--- src/rtl/calsrc_pkg.sv ---
package calsrc_pkg;
  localparam int SEL_W = 3;

  localparam logic [SEL_W-1:0] SEL_CTRL     = 3'd0;
  localparam logic [SEL_W-1:0] SEL_START_LO = 3'd1;
  localparam logic [SEL_W-1:0] SEL_START_HI = 3'd2;
  localparam logic [SEL_W-1:0] SEL_PERIOD   = 3'd3;
  localparam logic [SEL_W-1:0] SEL_ONLEN    = 3'd4;

  typedef enum logic [1:0] {
    ST_IDLE  = 2'd0,
    ST_WAIT  = 2'd1,
    ST_ON    = 2'd2,
    ST_SOLID = 2'd3
  } calsrc_state_e;
endpackage

--- src/rtl/calsrc_regs.sv ---
module calsrc_regs
  import calsrc_pkg::*;
#(
  parameter int CNT_W  = 48,
  parameter int DATA_W = 32,
  parameter int LO_W   = 32,
  parameter int PER_W  = 32,
  parameter int LEN_W  = 32
) (
  input  logic              clk,
  input  logic              rst_n,
  input  logic              wr_en,
  input  logic [SEL_W-1:0]  wr_sel,
  input  logic [DATA_W-1:0] wr_data,
  output logic              en_next_o,
  output logic [CNT_W-1:0]  start_o,
  output logic [PER_W-1:0]  period_o,
  output logic [LEN_W-1:0]  len_o
);
  localparam int HI_W = CNT_W - LO_W;

  logic              en_q, en_d;
  logic [LO_W-1:0]   shadow_q, shadow_d;
  logic [CNT_W-1:0]  start_q, start_d;
  logic [PER_W-1:0]  period_q, period_d;
  logic [LEN_W-1:0]  len_q, len_d;

  always_comb begin
    en_d     = en_q;
    shadow_d = shadow_q;
    start_d  = start_q;
    period_d = period_q;
    len_d    = len_q;
    if (wr_en) begin
      unique case (wr_sel)
        SEL_CTRL:     en_d     = wr_data[0];
        SEL_START_LO: shadow_d = wr_data[LO_W-1:0];
        SEL_START_HI: start_d  = {wr_data[HI_W-1:0], shadow_q};
        SEL_PERIOD:   period_d = wr_data[PER_W-1:0];
        SEL_ONLEN:    len_d    = wr_data[LEN_W-1:0];
        default: ;
      endcase
    end
  end

  always_ff @(posedge clk or negedge rst_n) begin
    if (!rst_n) begin
      en_q     <= 1'b0;
      shadow_q <= '0;
      start_q  <= '0;
      period_q <= '0;
      len_q    <= '0;
    end else if (wr_en) begin
      en_q     <= en_d;
      shadow_q <= shadow_d;
      start_q  <= start_d;
      period_q <= period_d;
      len_q    <= len_d;
    end
  end

  assign en_next_o = en_d;
  assign start_o   = start_q;
  assign period_o  = period_q;
  assign len_o     = len_q;

  // a low-half write alone leaves the active start untouched
  assert_lo_half_atomic_R6: assert property (@(posedge clk) disable iff (!rst_n)
    (wr_en && wr_sel == SEL_START_LO) |=> $stable(start_o));
endmodule

--- src/rtl/calsrc_eq.sv ---
module calsrc_eq #(
  parameter int W     = 48,
  parameter int SLICE = 16
) (
  input  logic [W-1:0] a,
  input  logic [W-1:0] b,
  output logic         eq
);
  localparam int NSL = (W + SLICE - 1) / SLICE;

  logic [NSL-1:0] hit;

  for (genvar g = 0; g < NSL; g++) begin : g_slice
    localparam int LO = g * SLICE;
    localparam int HI = (LO + SLICE > W) ? W - 1 : LO + SLICE - 1;
    assign hit[g] = (a[HI:LO] == b[HI:LO]);
  end

  assign eq = &hit;
endmodule

--- src/rtl/calsrc_seq.sv ---
module calsrc_seq
  import calsrc_pkg::*;
#(
  parameter int CNT_W    = 48,
  parameter int PER_W    = 32,
  parameter int LEN_W    = 32,
  parameter int EQ_SLICE = 16
) (
  input  logic             clk,
  input  logic             rst_n,
  input  logic             en,
  input  logic [CNT_W-1:0] start,
  input  logic [PER_W-1:0] period,
  input  logic [LEN_W-1:0] len,
  input  logic [CNT_W-1:0] frame_cnt,
  output logic             pulse_o
);
  calsrc_state_e    state_q, state_d;
  logic [CNT_W-1:0] tgt_on_q, tgt_on_d;
  logic [CNT_W-1:0] tgt_off_q, tgt_off_d;
  logic             pulse_q, pulse_d;

  logic [CNT_W-1:0] cmp_target;
  logic [CNT_W-1:0] period_x, len_x;
  logic             hit_on, hit_off;
  logic             len_zero, len_covers;

  assign cmp_target = (state_q == ST_IDLE) ? start : tgt_on_q;
  assign period_x   = CNT_W'(period);
  assign len_x      = CNT_W'(len);
  assign len_zero   = (len == '0);
  assign len_covers = (len_x >= period_x);

  calsrc_eq #(.W(CNT_W), .SLICE(EQ_SLICE)) u_eq_on (
    .a (frame_cnt),
    .b (cmp_target),
    .eq(hit_on)
  );

  calsrc_eq #(.W(CNT_W), .SLICE(EQ_SLICE)) u_eq_off (
    .a (frame_cnt),
    .b (tgt_off_q),
    .eq(hit_off)
  );

  always_comb begin
    state_d   = state_q;
    tgt_on_d  = tgt_on_q;
    tgt_off_d = tgt_off_q;
    pulse_d   = pulse_q;
    if (!en) begin
      state_d = ST_IDLE;
      pulse_d = 1'b0;
    end else begin
      unique case (state_q)
        ST_IDLE, ST_WAIT: begin
          if (hit_on) begin
            tgt_on_d  = cmp_target + period_x;
            tgt_off_d = cmp_target + len_x;
            if (len_zero) begin
              state_d = ST_WAIT;
              pulse_d = 1'b0;
            end else if (len_covers) begin
              state_d = ST_SOLID;
              pulse_d = 1'b1;
            end else begin
              state_d = ST_ON;
              pulse_d = 1'b1;
            end
          end else if (state_q == ST_IDLE) begin
            tgt_on_d = start;
            state_d  = ST_WAIT;
          end
        end
        ST_ON: begin
          if (hit_off) begin
            state_d = ST_WAIT;
            pulse_d = 1'b0;
          end
        end
        ST_SOLID: pulse_d = 1'b1;
        default:  state_d = ST_IDLE;
      endcase
    end
  end

  always_ff @(posedge clk or negedge rst_n) begin
    if (!rst_n) begin
      state_q   <= ST_IDLE;
      tgt_on_q  <= '0;
      tgt_off_q <= '0;
      pulse_q   <= 1'b0;
    end else begin
      state_q   <= state_d;
      tgt_on_q  <= tgt_on_d;
      tgt_off_q <= tgt_off_d;
      pulse_q   <= pulse_d;
    end
  end

  assign pulse_o = pulse_q;

  // enable low forces the line low at the next edge
  assert_low_when_off_R2: assert property (@(posedge clk) disable iff (!rst_n)
    (!en) |=> !pulse_o);

  // every rising edge follows an exact counter match
  assert_rise_on_match_R3: assert property (@(posedge clk) disable iff (!rst_n)
    $rose(pulse_o) |-> ($past(frame_cnt) == $past(cmp_target)));

  // a fall while still enabled follows the end-of-window match
  assert_fall_on_end_R4: assert property (@(posedge clk) disable iff (!rst_n)
    ($fell(pulse_o) && $past(en)) |-> ($past(frame_cnt) == $past(tgt_off_q)));
endmodule

--- src/rtl/calsrc_pulse_ctrl.sv ---
module calsrc_pulse_ctrl
  import calsrc_pkg::*;
#(
  parameter int CNT_W    = 48,
  parameter int DATA_W   = 32,
  parameter int LO_W     = 32,
  parameter int PER_W    = 32,
  parameter int LEN_W    = 32,
  parameter int EQ_SLICE = 16
) (
  input  logic              clk,
  input  logic              rst_n,
  input  logic [CNT_W-1:0]  frame_cnt,
  input  logic              wr_en,
  input  logic [SEL_W-1:0]  wr_sel,
  input  logic [DATA_W-1:0] wr_data,
  output logic              pulse_out
);
  logic             en_next;
  logic [CNT_W-1:0] start;
  logic [PER_W-1:0] period;
  logic [LEN_W-1:0] len;

  calsrc_regs #(
    .CNT_W(CNT_W), .DATA_W(DATA_W), .LO_W(LO_W), .PER_W(PER_W), .LEN_W(LEN_W)
  ) u_regs (
    .clk      (clk),
    .rst_n    (rst_n),
    .wr_en    (wr_en),
    .wr_sel   (wr_sel),
    .wr_data  (wr_data),
    .en_next_o(en_next),
    .start_o  (start),
    .period_o (period),
    .len_o    (len)
  );

  calsrc_seq #(
    .CNT_W(CNT_W), .PER_W(PER_W), .LEN_W(LEN_W), .EQ_SLICE(EQ_SLICE)
  ) u_seq (
    .clk      (clk),
    .rst_n    (rst_n),
    .en       (en_next),
    .start    (start),
    .period   (period),
    .len      (len),
    .frame_cnt(frame_cnt),
    .pulse_o  (pulse_out)
  );
endmodule

--- config.mk ---
export PLATFORM = sky130hd
export DESIGN_NAME = calsrc_pulse_ctrl
export DESIGN_NICKNAME = d
export VERILOG_FILES = /design/src/rtl/calsrc_pkg.sv /design/src/rtl/calsrc_regs.sv /design/src/rtl/calsrc_eq.sv /design/src/rtl/calsrc_seq.sv /design/src/rtl/calsrc_pulse_ctrl.sv
export SDC_FILE = /design/constraint.sdc
export NUM_CORES = 1
export LEC_CHECK = 0
export ABC_AREA = 1
export BUFFER_PORTS_ARGS = -buffer_cell sky130_fd_sc_hd__buf_4
export CORE_MARGIN = 2
export CORE_UTILIZATION = 40
export DETAILED_ROUTE_END_ITERATION = 16
export SYNTH_ARGS = -nofsm -noshare
export SYNTH_HDL_FRONTEND = slang
export SYNTH_SLANG_ARGS = --single-unit
--- constraint.sdc ---
create_clock -name clk -period 3.3 [get_ports clk]
set_input_delay 0.33 -clock clk [delete_from_list [all_inputs] [get_ports clk]]
set_output_delay 0.33 -clock clk [all_outputs]
set_load 0.02 [all_outputs]
==> impl_metrics.py <==
metrics = {
    "timing": {
        "layout_setup_ws_ns": 0.0621,
        "max_slew_margin": 0.466,
        "skew_ns": 0.0103,
        "worst_slew_pin_slew_ns": 0.802,
        "fin_crit_sh": 0.981,
        "hold_viol_final": 0,
        "slew_violations": 0,
        "max_freq_mhz": 309,
        "hold_ws_ns": 0.0207,
        "setup_tns_ns": 0,
        "rsz0062_at_grt": "true",
        "period_needed_ns": 3.24,
        "setup_viol": 0,
    },
    "logic_synthesis": {
        "netlist.area_leader.share": 0.327,
        "synthFlopType": "dfrtp_1",
        "synthArstFlopShare": 1.00,
        "synth.avg_cell_area_um2": 6.47,
        "synth_common_cells": "nand2_1, inv_1, dfrtp_1, nor2_1, nand3_1",
        "synth_top_cell_by_area": "dfrtp_1",
        "ys_types": 39,
        "netlist_area_um2": 18700,
        "ys_warn_count": 0,
        "synth_seq_cells": 244,
        "synth-seq-area-share": 0.327,
        "synth_nets": 3073,
        "synth_cells": 2884,
        "netlist_top_cells_area": "dfrtp_1, nand2_1, ha_1",
        "synth_most_common_cell": "nand2_1",
        "synth_edf_count": 0,
    },
    "min_path": {
        "hold_end": "u_regs.len_o[21]",
        "min-delay-start": "wr_data[21]",
        "min_delay_path_depth": 3,
        "hp-class": "input port to register",
    },
    "clocking": {
        "cts_buffers": 30,
        "clock_path_buffers": 3,
        "ctsHtreeMaxLevel": 1,
        "cts_tree": "done",
        "clockRootBuffer": "clkbuf_16",
        "clock_latency_ns": 0.60,
        "path_clk_slew_ns": 0.07,
        "clock-sinks": 244,
    },
    "power": {
        "ir_drop_mv": 0.488,
        "p_int_mw": 9.03,
        "pwr-share-clk": 0.202,
        "seq_power_share": 0.247,
        "p_leak_nw": 12.0,
        "powerDensity_nw_per_um2": 757,
        "switchingPower_mw": 8.19,
        "power_frac_comb": 0.551,
        "swShare": 0.475,
    },
    "critical_path": {
        "path_buf_inv": 4,
        "arrival_ns": 3.77,
        "max_stage_delay_ns": 0.42,
        "r2r_cells": 18,
        "crit_chain": "inv_1 > nand2_4 > buf_4 > buf_4 > nand2_1 > nand2_2 > nand2_1 > nand2_1 > nor2_1 > nand2_1 > nor2_1 > nand3_1 > nor2_4 > nand2_2 > nor2_4 > buf_12 > nand2_1 > nand3_1",
        "r2r_start": "u_seq.state_q[0]",
        "cpMaxStageDelayCell": "dfrtp_1",
        "setup.worst_path.class": "register to register",
        "worst_setup_path_start_kind": "register",
        "end_kind": "register",
        "path_common_cell": "nand2_1",
        "r2r_slack_ns": 0.06,
        "r2r-end": "u_seq.tgt_on_q[20]",
        "cp_data_required_time_ns": 3.84,
        "worstPathMaxFanout": 12,
        "path_delay_family": "simple AND/OR/NAND/NOR gates",
    },
    "drt": {
        "final_antenna_net_count": 0,
        "firstDrtPassIters": 6,
        "drcViolationCount": 0,
        "routed_wl_mm": 83.0,
        "drtIter0Drc": 2215,
        "vias": 19900,
        "viasPerCell": 5.31,
        "wl_per_cell_um": 22.1,
    },
    "flow_run": {
        "maxCapViolCount": 0,
    },
    "floorplanning": {
        "start_util": 0.403,
        "die_width_um": 220,
        "die-area_um2": 48400,
        "rows": 79,
        "coreArea_um2": 46300,
        "die_h_um": 220,
        "io_pins": 87,
    },
    "finish": {
        "area_growth_pct": 21.9,
        "final_nets": 3308,
        "antenna_cells": 0,
        "layout-drive-gt1-share": 0.141,
    },
    "placement": {
        "pre_cts_ws_ns": -0.238,
        "place_congestion": 1.04,
        "dp_hpwl_mm": 68.4,
        "port_buffers": 86,
    },
    "global_routing": {
        "grt_pass1_vias": 18400,
        "grt_max_degree": 79,
        "antenna_found_initial": 1,
        "overflow": 0,
        "grt_use_total": 0.341,
        "grt_pass1_wl_mm": 120,
    },
    "status": {
        "status": "complete, no violations",
    },
}
registers in the layout, indices dropped and copies added, names as in the netlist:
signal and cells:
u_regs.start_o 48, u_regs.en_q 1, u_regs.period_o 32, u_regs.shadow_q 32, u_seq.tgt_off_q 48, u_regs.len_o 32
u_seq.state_q 2, u_seq.pulse_o 1, u_seq.tgt_on_q 48
power by group through the flow:
stage / Sequential, mW / Combinational (mW) / Clock (mW)
2_1_floorplan: 3.98 / 5.33 / 0
3_3_place_gp: 4.25 / 8.92 / 0
3_5_place_dp: 4.26 / 8.94 / 0
4_1_cts: 4.22 / 9.01 / 3.53
5_1_grt: 4.31 / 10.3 / 3.65
6_report: 4.25 / 9.49 / 3.47
per-stage QoR:
step | utilization | power [mW] | cell area, um2 | std cells
global placement | 0.461 | 13.2 | 21300 | 3690
CTS | 0.483 | 16.8 | 22400 | 3747
finish | 0.492 | 17.2 | 22700 | 3750
detailed placement | 0.461 | 13.2 | 21300 | 3690
floorplan | - | 9.31 | 18700 | 2884
global route | 0.492 | 18.3 | 22700 | 3750
tightest hold or removal path, delay by kind of cell:
family | cells | cell delay (ns)
compound gates | 1 | 0.08
buf+inv | 2 | 0.17
worst max path at each step:
stage / cells after the start / to / start / slack (ns)
floorplan: 21 / u_seq.tgt_on_q[22] / u_seq.state_q[1] / 0.45
global placement: 17 / u_seq.tgt_off_q[37] / u_seq.state_q[0] / -0.25
detailed placement: 17 / u_seq.tgt_off_q[37] / u_seq.state_q[0] / -0.24
CTS: 20 / u_seq.tgt_on_q[39] / u_seq.state_q[0] / -0.003
global route: 19 / u_seq.tgt_on_q[21] / u_seq.state_q[0] / -0.10
finish: 18 / u_seq.tgt_on_q[20] / u_seq.state_q[0] / 0.06
routing by layer:
| metal | vias to the layer above | wire length [um] | GRT usage |
|---|---|---|---|
| met2 | 767 | 36000 | 0.531 |
| met3 | 120 | 5840 | 0.0351 |
| li1 | 9644 | - | - |
| met1 | 9376 | 38200 | 0.497 |
| met4 | 0 | 3000 | 0.105 |
| met5 | - | 0 | 0 |
placed cells by master (no fill, tap or decap), drive strengths merged, types with 3 or more instances in the layout:
master,n
nand2,1157
inv,317
buf,268
dfrtp,244
o21ai,225
nor2,222
nand3,195
a21oi,112
ha,101
xor2,52
xnor2,51
clkbuf,42
nand4,26
nor3,21
mux2,19
nor4,15
or2,12
o21bai,11
clkinv,11
o21a,8
a21o,4
and2,4
o211ai,4
a21boi,3
o2111ai,3
bufinv,3
nand2b,3
what timing repair did:
item	CTS	global route
setup endpoints to repair	6	72
resized for setup	3	94
pin swaps	0	3
hold buffers	1	0
cloned	0	1
buffers inserted	0	2
endpoints found under the hold margin	73	0
final cells by class:
type	count	area (um2)
sequential	244	6110
timing repair buffer	270	2200
clock buffer	41	842
tap	607	759
multi-input combinational	2255	11500
clock inverter	15	185
inverter	318	1190
fill	4785	23500
cells by family after synthesis:
kind of cell             count (synthesis)  synth area share
XOR/XNOR                               103            0.0483
AO/OA/AOI/OAI                          372             0.105
adder cells (fa/ha/maj)                103            0.0698
AND/OR/NAND/NOR                       1658             0.358
multiplexers                            19            0.0115
flip-flops                             244             0.327
buffers and inverters                  385            0.0809
Note: power is estimated with default switching activity, not from simulation.
